$ cat config.mk
export PLATFORM = sky130hd
export DESIGN_NAME = ecc_engine
export DESIGN_NICKNAME = d
export VERILOG_FILES = /design/src/rtl/ecc_pkg.sv /design/src/rtl/ecc_wr_path.sv /design/src/rtl/ecc_rd_path.sv /design/src/rtl/ecc_err_tally.sv /design/src/rtl/ecc_engine.sv
export SDC_FILE = /design/constraint.sdc
export NUM_CORES = 1
export LEC_CHECK = 0
export ABC_AREA = 1
export BUFFER_PORTS_ARGS = -buffer_cell sky130_fd_sc_hd__buf_2
export CAP_MARGIN = 5
export CORE_MARGIN = 4
export CORE_UTILIZATION = 35
export CTS_CLUSTER_SIZE = 12
export DETAILED_ROUTE_END_ITERATION = 12
export MAX_ROUTING_LAYER = met4
export PLACE_DENSITY_LB_ADDON = 0.12
export SYNTH_ARGS = -nofsm -noshare
export SYNTH_HDL_FRONTEND = slang
export SYNTH_SLANG_ARGS = --single-unit
$ cat constraint.sdc
create_clock -name clk -period 3.91 [get_ports clk]
set_input_delay 0.391 -clock clk [delete_from_list [all_inputs] [get_ports clk]]
set_output_delay 0.391 -clock clk [all_outputs]
set_load 0.01 [all_outputs]
$ cat src/rtl/ecc_pkg.sv
package ecc_pkg;
    localparam int DATA_W  = 64;
    localparam int HAM_W   = 7;
    localparam int CHK_W   = HAM_W + 1;
    localparam int CW_W    = DATA_W + CHK_W;
    localparam int BYTES   = DATA_W / 8;
    localparam int HAM_TOP = DATA_W + HAM_W;

    typedef struct packed {
        logic [DATA_W-1:0] data;
        logic              sbe;
        logic              dbe;
    } rd_result_t;

    // XOR of the Hamming positions of all set data bits
    function automatic logic [HAM_W-1:0] ham_syn(input logic [DATA_W-1:0] d);
        logic [HAM_W-1:0] acc;
        int k;
        acc = '0;
        k = 0;
        for (int p = 1; p <= HAM_TOP; p++) begin
            if ((p & (p - 1)) != 0) begin
                if (d[k]) acc = acc ^ HAM_W'(p);
                k++;
            end
        end
        return acc;
    endfunction

    // one-hot mask over data bits for the position named by the syndrome
    function automatic logic [DATA_W-1:0] ham_flip(input logic [HAM_W-1:0] syn);
        logic [DATA_W-1:0] m;
        int k;
        m = '0;
        k = 0;
        for (int p = 1; p <= HAM_TOP; p++) begin
            if ((p & (p - 1)) != 0) begin
                m[k] = (syn == HAM_W'(p));
                k++;
            end
        end
        return m;
    endfunction

    function automatic logic [CW_W-1:0] ecc_encode(input logic [DATA_W-1:0] d);
        logic [CHK_W-1:0] c;
        c[HAM_W-1:0] = ham_syn(d);
        c[CHK_W-1]   = ^{d, c[HAM_W-1:0]};
        return {c, d};
    endfunction

    function automatic rd_result_t ecc_classify(input logic [DATA_W-1:0] d,
                                                input logic [HAM_W-1:0]  syn,
                                                input logic              ovp);
        rd_result_t r;
        r.data = d;
        r.sbe  = 1'b0;
        r.dbe  = 1'b0;
        if (ovp) begin
            if (int'(syn) <= HAM_TOP) begin
                r.sbe  = 1'b1;
                r.data = d ^ ham_flip(syn);
            end else begin
                r.dbe = 1'b1;
            end
        end else if (syn != '0) begin
            r.dbe = 1'b1;
        end
        return r;
    endfunction
endpackage

$ cat src/rtl/ecc_wr_path.sv
module ecc_wr_path
    import ecc_pkg::*;
#(
    parameter int WR_LAT = 1
) (
    input  logic              clk,
    input  logic              rst,
    input  logic              wr_valid,
    input  logic [DATA_W-1:0] wr_data,
    input  logic [BYTES-1:0]  wr_be,
    input  logic [DATA_W-1:0] wr_old,
    input  logic              inj_arm,
    input  logic [CW_W-1:0]   inj_mask,
    output logic              cw_valid,
    output logic [CW_W-1:0]   cw_out
);
    typedef enum logic {INJ_OFF, INJ_ARMED} inj_state_t;

    inj_state_t        inj_q, inj_nx;
    logic [CW_W-1:0]   mask_q;
    logic [CW_W-1:0]   apply_mask;
    logic [DATA_W-1:0] merged;

    always_ff @(posedge clk) begin
        if (rst) begin
            inj_q  <= INJ_OFF;
            mask_q <= '0;
        end else begin
            inj_q <= inj_nx;
            if (inj_arm) mask_q <= inj_mask;
        end
    end

    always_comb begin
        inj_nx = inj_q;
        unique case (inj_q)
            INJ_OFF:   if (inj_arm) inj_nx = INJ_ARMED;
            INJ_ARMED: begin
                if (inj_arm)       inj_nx = INJ_ARMED;
                else if (wr_valid) inj_nx = INJ_OFF;
            end
            default:   inj_nx = INJ_OFF;
        endcase
    end

    always_comb begin
        apply_mask = (inj_q == INJ_ARMED && wr_valid) ? mask_q : '0;
    end

    for (genvar b = 0; b < BYTES; b++) begin : g_merge
        assign merged[8*b +: 8] = wr_be[b] ? wr_data[8*b +: 8] : wr_old[8*b +: 8];
    end

    if (WR_LAT == 1) begin : g_lat1
        logic            v_q;
        logic [CW_W-1:0] cw_q;
        always_ff @(posedge clk) begin
            if (rst) begin
                v_q  <= 1'b0;
                cw_q <= '0;
            end else begin
                v_q <= wr_valid;
                if (wr_valid) cw_q <= ecc_encode(merged) ^ apply_mask;
            end
        end
        assign cw_valid = v_q;
        assign cw_out   = cw_q;
    end else begin : g_lat2
        logic              v1_q, v2_q;
        logic [DATA_W-1:0] d1_q;
        logic [CW_W-1:0]   m1_q, cw_q;
        always_ff @(posedge clk) begin
            if (rst) begin
                v1_q <= 1'b0;
                v2_q <= 1'b0;
                d1_q <= '0;
                m1_q <= '0;
                cw_q <= '0;
            end else begin
                v1_q <= wr_valid;
                if (wr_valid) begin
                    d1_q <= merged;
                    m1_q <= apply_mask;
                end
                v2_q <= v1_q;
                if (v1_q) cw_q <= ecc_encode(d1_q) ^ m1_q;
            end
        end
        assign cw_valid = v2_q;
        assign cw_out   = cw_q;
    end
endmodule

$ cat src/rtl/ecc_rd_path.sv
module ecc_rd_path
    import ecc_pkg::*;
#(
    parameter int RD_LAT = 1
) (
    input  logic              clk,
    input  logic              rst,
    input  logic              rd_valid,
    input  logic [CW_W-1:0]   rd_cw,
    output logic              out_valid,
    output rd_result_t        result
);
    if (RD_LAT == 1) begin : g_lat1
        logic       v_q;
        rd_result_t r_q;
        always_ff @(posedge clk) begin
            if (rst) begin
                v_q <= 1'b0;
                r_q <= '0;
            end else begin
                v_q <= rd_valid;
                r_q <= rd_valid
                     ? ecc_classify(rd_cw[DATA_W-1:0],
                                    ham_syn(rd_cw[DATA_W-1:0]) ^ rd_cw[DATA_W +: HAM_W],
                                    ^rd_cw)
                     : '0;
            end
        end
        assign out_valid = v_q;
        assign result    = r_q;
    end else begin : g_lat3
        logic              va_q, vb_q, vc_q;
        logic [CW_W-1:0]   cwa_q;
        logic [DATA_W-1:0] db_q;
        logic [HAM_W-1:0]  synb_q;
        logic              ovpb_q;
        rd_result_t        rc_q;
        always_ff @(posedge clk) begin
            if (rst) begin
                va_q   <= 1'b0;
                vb_q   <= 1'b0;
                vc_q   <= 1'b0;
                cwa_q  <= '0;
                db_q   <= '0;
                synb_q <= '0;
                ovpb_q <= 1'b0;
                rc_q   <= '0;
            end else begin
                va_q <= rd_valid;
                if (rd_valid) cwa_q <= rd_cw;
                vb_q <= va_q;
                if (va_q) begin
                    db_q   <= cwa_q[DATA_W-1:0];
                    synb_q <= ham_syn(cwa_q[DATA_W-1:0]) ^ cwa_q[DATA_W +: HAM_W];
                    ovpb_q <= ^cwa_q;
                end
                vc_q <= vb_q;
                rc_q <= vb_q ? ecc_classify(db_q, synb_q, ovpb_q) : '0;
            end
        end
        assign out_valid = vc_q;
        assign result    = rc_q;
    end
endmodule

$ cat src/rtl/ecc_err_tally.sv
module ecc_err_tally #(
    parameter int CNT_W = 16
) (
    input  logic             clk,
    input  logic             rst,
    input  logic             event_in,
    input  logic             clr,
    input  logic [CNT_W-1:0] thresh,
    output logic [CNT_W-1:0] count,
    output logic             irq
);
    typedef enum logic {TALLY_QUIET, TALLY_ALERT} tally_state_t;

    localparam logic [CNT_W-1:0] CNT_MAX = '1;

    tally_state_t     st_q, st_nx;
    logic [CNT_W-1:0] cnt_q, cnt_nx;

    always_comb begin
        cnt_nx = cnt_q;
        if (clr)                              cnt_nx = '0;
        else if (event_in && cnt_q != CNT_MAX) cnt_nx = cnt_q + 1'b1;
    end

    always_comb begin
        st_nx = st_q;
        unique case (st_q)
            TALLY_QUIET: begin
                if (!clr && event_in && cnt_nx >= thresh) st_nx = TALLY_ALERT;
            end
            TALLY_ALERT: begin
                if (clr) st_nx = TALLY_QUIET;
            end
            default: st_nx = TALLY_QUIET;
        endcase
    end

    always_ff @(posedge clk) begin
        if (rst) begin
            st_q  <= TALLY_QUIET;
            cnt_q <= '0;
        end else begin
            st_q  <= st_nx;
            cnt_q <= cnt_nx;
        end
    end

    always_comb begin
        irq   = (st_q == TALLY_ALERT);
        count = cnt_q;
    end
endmodule

$ cat src/rtl/ecc_engine.sv
module ecc_engine
    import ecc_pkg::*;
#(
    parameter int WR_LAT = 1,
    parameter int RD_LAT = 1,
    parameter int CNT_W  = 16
) (
    input  logic              clk,
    input  logic              rst,
    input  logic              wr_valid,
    input  logic [63:0]       wr_data,
    input  logic [7:0]        wr_be,
    input  logic [63:0]       wr_old,
    output logic              cw_valid,
    output logic [71:0]       cw_out,
    input  logic              inj_arm,
    input  logic [71:0]       inj_mask,
    input  logic              rd_valid,
    input  logic [71:0]       rd_cw,
    output logic              rd_out_valid,
    output logic [63:0]       rd_data,
    output logic              rd_sbe,
    output logic              rd_dbe,
    input  logic [CNT_W-1:0]  sbe_thresh,
    input  logic [CNT_W-1:0]  dbe_thresh,
    input  logic              sbe_clr,
    input  logic              dbe_clr,
    output logic [CNT_W-1:0]  sbe_count,
    output logic [CNT_W-1:0]  dbe_count,
    output logic              sbe_irq,
    output logic              dbe_irq
);
    rd_result_t res;

    ecc_wr_path #(.WR_LAT(WR_LAT)) u_wr (
        .clk      (clk),
        .rst      (rst),
        .wr_valid (wr_valid),
        .wr_data  (wr_data),
        .wr_be    (wr_be),
        .wr_old   (wr_old),
        .inj_arm  (inj_arm),
        .inj_mask (inj_mask),
        .cw_valid (cw_valid),
        .cw_out   (cw_out)
    );

    ecc_rd_path #(.RD_LAT(RD_LAT)) u_rd (
        .clk       (clk),
        .rst       (rst),
        .rd_valid  (rd_valid),
        .rd_cw     (rd_cw),
        .out_valid (rd_out_valid),
        .result    (res)
    );

    assign rd_data = res.data;
    assign rd_sbe  = res.sbe;
    assign rd_dbe  = res.dbe;

    ecc_err_tally #(.CNT_W(CNT_W)) u_sbe_tally (
        .clk      (clk),
        .rst      (rst),
        .event_in (rd_out_valid & res.sbe),
        .clr      (sbe_clr),
        .thresh   (sbe_thresh),
        .count    (sbe_count),
        .irq      (sbe_irq)
    );

    ecc_err_tally #(.CNT_W(CNT_W)) u_dbe_tally (
        .clk      (clk),
        .rst      (rst),
        .event_in (rd_out_valid & res.dbe),
        .clr      (dbe_clr),
        .thresh   (dbe_thresh),
        .count    (dbe_count),
        .irq      (dbe_irq)
    );
endmodule

Yosys cells after proc, flatten, opt, wreduce, memory -nomap -nowiden. Index checks and enable logic that the tools add are counted.

Flip-flop bits (word level): 247. Input bits: 319. Output and inout bits: 174. Logic and storage cells: 2219.

Add/sub/neg operators: 188. Magnitude comparators: 255. Equality and inequality tests: 66. Mux-type cells: 1485. Bitwise operators: 136. Reductions and logical operators: 77.

Operators with widths (number): $mux 32 (378); $mux 64 (189); $lt 32x8->1 const B (189); $add 32x2->32 const B (186); $bwmux 64 (63); $ge 32x1->1 const B (63); $mux 7 (206); $bmux 1 s6 (126); $demux 1 s6 (63); $mux 6 (62); $mux 1 (328); $eq 7x6->1 const B (31); $mux 5 (30); $not 3->3 (46); $mux 65 (2); $not 4->4 (32); $eq 7x5->1 const B (15); $mux 72 (1); $reduce_xor 72->1 (1); $xor 72x72->72 (1); $reduce_xor 71->1 (1); $logic_and 1x1->1 (70); $not 2->2 (34); $mux 16 (4); 23 further kinds (86).

Logic depth before layout (Yosys ltp).
Word-level depth: 456. Gate-level depth with buffers: 29.

Hierarchy. Synthesis repeated with hierarchy kept, for this count alone.

Cells, all modules: 3529. Area, all modules: 20297.0 µm².

By module, submodules not included: ecc_wr_path (instances 1, cells an instance 1894, area an instance 10607.7 µm², seq. area each 2922.8 µm²); ecc_rd_path (instances 1, cells an instance 1135, area an instance 6548.8 µm², seq. area each 1341.3 µm²); ecc_err_tally (instances 2, cells an instance 248, area an instance 1562.7 µm², seq. area each 340.3 µm²); ecc_engine (instances 1, cells an instance 4, area an instance 15.0 µm², seq. area each 0.0 µm²).

Worst setup path before layout. No wires, ideal clock.

Kind: register to register. Start: register u_sbe_tally.cnt_q[0], in the netlist u_sbe_tally.count[0]. End: register u_sbe_tally.st_q, in the netlist u_sbe_tally.irq. Library setup time: 126 ps. Arrival time: 3314 ps. Required time: 3784 ps. Setup slack: 470 ps. Cell stages (with the launch flop): 25. Cells stage by stage: dfxtp_1 > ha_1 > inv_1 > nor3_1 > nand4_1 > nand2_1 > nor2_1 > inv_1 > nor3_1 > nand2_1 > nor2_1 > nand3_1 > nor3_1 > nand2_1 > nor3_1 > nand2_1 > xor2_1 > nor2_1 > ha_1 > nand2_1 > nor2_1 > a211oi_1 > o21ai_0 > a21oi_1 > nor2_1.

Longest elaborated chain between the ends: 8. Elaborated cells on any way between the ends: 9. Classes of those cells: add/sub (1); order compare (1); eq/ne (1); mux (4); reduce/logical (2).

RTL lines: start, declared (line ecc_err_tally.sv:17) `logic [CNT_W-1:0] cnt_q, cnt_nx;`; start signal, assigned (line ecc_err_tally.sv:44) `cnt_q <= cnt_nx;`; parallel branches: the longest is 2 deep, another holds $add 16x1->16; $mux 16 (*) (line ecc_err_tally.sv:22) `else if (event_in && cnt_q != CNT_MAX) cnt_nx = cnt_q + 1'b1;`; $mux 16 (*) (line ecc_err_tally.sv:21) `if (clr) cnt_nx = '0;`; via u_sbe_tally.cnt_nx[15] (line ecc_err_tally.sv:17); $ge 16x16->1 (*) (line ecc_err_tally.sv:29) `if (!clr && event_in && cnt_nx >= thresh) st_nx = TALLY_ALERT;`; $logic_and 1x1->1 (*) (line ecc_err_tally.sv:29); $mux 1 (*) (line ecc_err_tally.sv:29); $pmux 1 s2 (*) (line ecc_err_tally.sv:27) `unique case (st_q)`; end signal, assigned (line ecc_err_tally.sv:43) `st_q <= st_nx;`; end, declared (line ecc_err_tally.sv:16) `tally_state_t st_q, st_nx;`.

Mark *: on every way through the listed nets, which the timed path passes. A chain may end at the register's enable or synchronous reset.

Final worst setup path.
Start: register u_dbe_tally.cnt_q[0], in the netlist u_dbe_tally.count[0]. End: register u_dbe_tally.st_q, in the netlist u_dbe_tally.irq.

Longest elaborated chain between the ends: 8. Elaborated cells on any way between the ends: 9. Classes of those cells: add/sub (1); order compare (1); eq/ne (1); mux (4); reduce/logical (2).

RTL lines (line): start, declared (ecc_err_tally.sv:17); start signal, assigned (ecc_err_tally.sv:44); parallel branches: the longest is 2 deep, another holds $add 16x1->16; $mux 16 (*) (ecc_err_tally.sv:22); $mux 16 (*) (ecc_err_tally.sv:21); via u_dbe_tally.cnt_nx[15] (ecc_err_tally.sv:17); $ge 16x16->1 (*) (ecc_err_tally.sv:29); $logic_and 1x1->1 (*) (ecc_err_tally.sv:29); $mux 1 (*) (ecc_err_tally.sv:29); $pmux 1 s2 (*) (ecc_err_tally.sv:27); end signal, assigned (ecc_err_tally.sv:43); end, declared (ecc_err_tally.sv:16).

Marks and branches as above.

==> flow_metrics.tcl <==
set metrics [dict create \
    clk_pin_slew_worst_paths_ps 60 \
    core_area_sq_um 50500 \
    drc 0 \
    synth.distinct_cells 41 \
    hold_violations 0 \
    relSlewSlack 0.468 \
    dp_hpwl_mm 60.9 \
    setup_tns_ps 0 \
    multiInputGateArea_sq_um 11300 \
    wire_per_inst_um 18.2 \
    drt-pass1-iter-count 5 \
    path_max_fanout 7 \
    cts.sinks 247 \
    setup_viol 0 \
    run_status "finished, final reports clean" \
    worstRegToRegCells 20 \
    fmax_mhz 287 \
    cts-root-buf "clkbuf_16" \
    worstHoldEndpoint "u_wr.mask_q[14]$_SDFFE_PP0P_" \
    area_growth_pct 23.7 \
    first_global_vias 18700 \
    cp-start-kind "flop" \
    crit_type "reg -> reg" \
    antenna_found_initial 25 \
    routed_wl_mm 75.4 \
    r2r_end "u_dbe_tally.irq$_SDFF_PP0_" \
    initial_core_util 0.356 \
    cts_tree "done" \
    cp-end-kind "flop" \
    die_h_um 235 \
    slowest_stage "dfxtp_1" \
    utilization 0.440 \
    r2r-start "u_dbe_tally.count[0]$_SDFF_PP0_" \
    path_cells "ha_1 -> inv_1 -> nor2_1 -> nand4_1 -> nand2_1 -> nor3_1 -> nand3_1 -> nor3_1 -> nand3_1 -> nor2_1 -> nand2_1 -> xor2_1 -> nor2_1 -> ha_1 -> nand2_1 -> nor2_1 -> a211oi_1 -> o21ai_0 -> a21oi_1 -> nor2_1" \
    holdCritStartpoint "inj_mask[14]" \
    grt_max_degree 76 \
    hold_depth 3 \
    critPathRequiredTime_ps 4350 \
    drv_slew 0 \
    cts_buffers 31 \
    drv_cap 0 \
    dieArea_sq_um 55000 \
    r2r_slack_ps 420 \
    insertion_delay_ps 580 \
    cts_hold_buf 0 \
    drive_gt1_frac 0.178 \
    cp.arrival_ps 3930 \
    layout_commonest_cell "nand2_1" \
    ios 493 \
    cts.path.max_buffers 3 \
    crit_path_frequent_cell "nor2_1" \
    synthesis.nets 3332 \
    ir_drop_uv 332 \
    yosysWarnings 0 \
    leakagePower_uw 0.0119 \
    htree_levels 1 \
    ys_seq_elements 247 \
    syn_area_sq_um 18000 \
    fillers 5474 \
    viasPerCell 4.92 \
    final_cell_mix "1047 x nand2_1, 491 x buf_2, 351 x inv_1" \
    dr_total_vias 20400 \
    period_needed_ps 3490 \
    die-width_um 235 \
    tightest_slew_ps 790 \
    slowest_delay_ps 350 \
    grt_usage 0.267 \
    syn_inst 2979 \
    grt_pass1_wl_mm 111 \
    num_rows 82 \
    syn_avg_cell_area_sq_um 6.03 \
    min_path_type "in -> reg" \
    ys_seq_area_frac 0.275 \
    finClkSkew_ps 16.3 \
    initialDrtViolationCount 1472 \
    seq_area_sq_um 4950 \
    rsz0062_at_grt "no" \
    nets 3786 \
    ant_nets 0 \
    period_share 0.892 \
    overflow 0 \
    power_density_nw_per_um2 476 \
    gp_congestion 0.949 \
    port_buffers 492 \
]
[worst max path at each step]
stage	to	start	cells after the start
floorplan	u_sbe_tally.irq$_SDFF_PP0_	u_sbe_tally.count[0]$_SDFF_PP0_	24
global placement	u_sbe_tally.irq$_SDFF_PP0_	u_sbe_tally.count[0]$_SDFF_PP0_	24
detailed placement	u_sbe_tally.irq$_SDFF_PP0_	u_sbe_tally.count[1]$_SDFF_PP0_	24
CTS	u_sbe_tally.irq$_SDFF_PP0_	u_sbe_tally.count[1]$_SDFF_PP0_	24
global route	u_dbe_tally.irq$_SDFF_PP0_	u_dbe_tally.count[0]$_SDFF_PP0_	20
finish	u_dbe_tally.irq$_SDFF_PP0_	u_dbe_tally.count[0]$_SDFF_PP0_	20
[metrics by stage]
step	area [sq um]	hold WS, ps	setup WS [ps]	std cells	total power, uW
finish	22200	31.6	423	4151	10600
global route	22200	21.3	3.48	4150	11200
CTS	22100	7.93	163	4128	10600
detailed placement	21100	449	185	4072	7610
global placement	21100	446	193	4072	7580
floorplan	18000	434	470	2979	5920
[state kept, by name, indices dropped and copies added (netlist names)]
signal and count:
u_wr.inj_q 1, u_wr.cw_out 72, u_rd.out_valid 1, u_sbe_tally.count 16, u_rd.result 66, u_dbe_tally.irq 1, u_sbe_tally.irq 1, u_wr.mask_q 72
u_wr.cw_valid 1, u_dbe_tally.count 16
[worst max-delay path: cells and delay by family (launching register included)]
family | cells | cell delay, ps
AOI/OAI and AO/OA | 3 | 450
buffers and inverters | 1 | 70
DFF | 1 | 350
xor gates and xnor gates | 1 | 210
adders and majority gates | 2 | 530
and+or+nand+nor | 13 | 1750
[final cells by class]
cell class,instances,area share
multi-input cells,2265,0.507
flip-flops and latches,247,0.223
repair buffers,526,0.123
inverters,362,0.0613
clock buffers,44,0.0407
well taps,672,0.0379
clock inverters,12,0.00513
diodes,23,0.00259
[power breakdown]
part           switching [uW]  internal [uW]  total (uW)
logic                    3390           1480        4870
clock network            1190           1720        2910
registers                 106           2690        2790
[synthesized netlist by cell type]
library cell / number / share of area
ha_1: 34 / 0.024
clkbuf_1: 84 / 0.018
xnor2_2: 7 / 0.0063
or2_1: 1 / 0.00035
nor2_4: 1 / 0.00063
nand2_2: 5 / 0.0017
nor2_8: 1 / 0.0011
xor2_2: 2 / 0.0018
o211ai_1: 1 / 0.00042
nor2_2: 8 / 0.0028
nor4_1: 13 / 0.0045
and3_1: 1 / 0.00035
nand3b_1: 5 / 0.0021
o21a_1: 1 / 0.00042
inv_1: 352 / 0.074
a31oi_1: 2 / 0.00070
nor2_1: 340 / 0.071
nand2_1: 1047 / 0.22
a21boi_0: 2 / 0.00084
nor3_1: 37 / 0.010
or2_2: 1 / 0.00035
o221ai_1: 51 / 0.025
nand2b_1: 1 / 0.00035
nand3_1: 119 / 0.033
o21bai_1: 24 / 0.010
dfxtp_1: 247 / 0.28
xor2_1: 105 / 0.051
nand4_1: 32 / 0.011
o21ai_1: 6 / 0.0017
buf_6: 1 / 0.00063
buf_1: 5 / 0.0010
buf_2: 15 / 0.0042
a211oi_1: 10 / 0.0042
xnor2_1: 127 / 0.062
clkinv_1: 4 / 0.00084
or4_1: 1 / 0.00042
a21oi_1: 104 / 0.029
and2_1: 1 / 0.00035
inv_2: 6 / 0.0013
o21ai_0: 174 / 0.048
a31o_2: 1 / 0.00049
[what timing repair did]
item,4_1_cts,5_1_grt
setup endpoints to repair,0,1
setup buffers,0,0
gates resized for setup,0,3
[logic make-up (layout without fill, tap and decap cells)]
family | Yosys count | in the layout | share of synthesized area
and+or+nand+nor | 1614 | 1614 | 0.360
xor gates and xnor gates | 241 | 241 | 0.121
other | 0 | 23 | 0
AOI/OAI and AO/OA | 376 | 376 | 0.121
DFF | 247 | 247 | 0.275
adders and majority gates | 34 | 34 | 0.0237
buffers and inverters | 467 | 944 | 0.0991
[layer usage]
layer	vias up	routed length [um]	global-route usage
li1	10300	-	-
met1	9371	35400	0.371
met2	669	32500	0.404
met3	87	6050	0.0530
met4	0	1490	0.0589
met5	-	0	-
No activity file was read; power rests on OpenSTA's default activity.
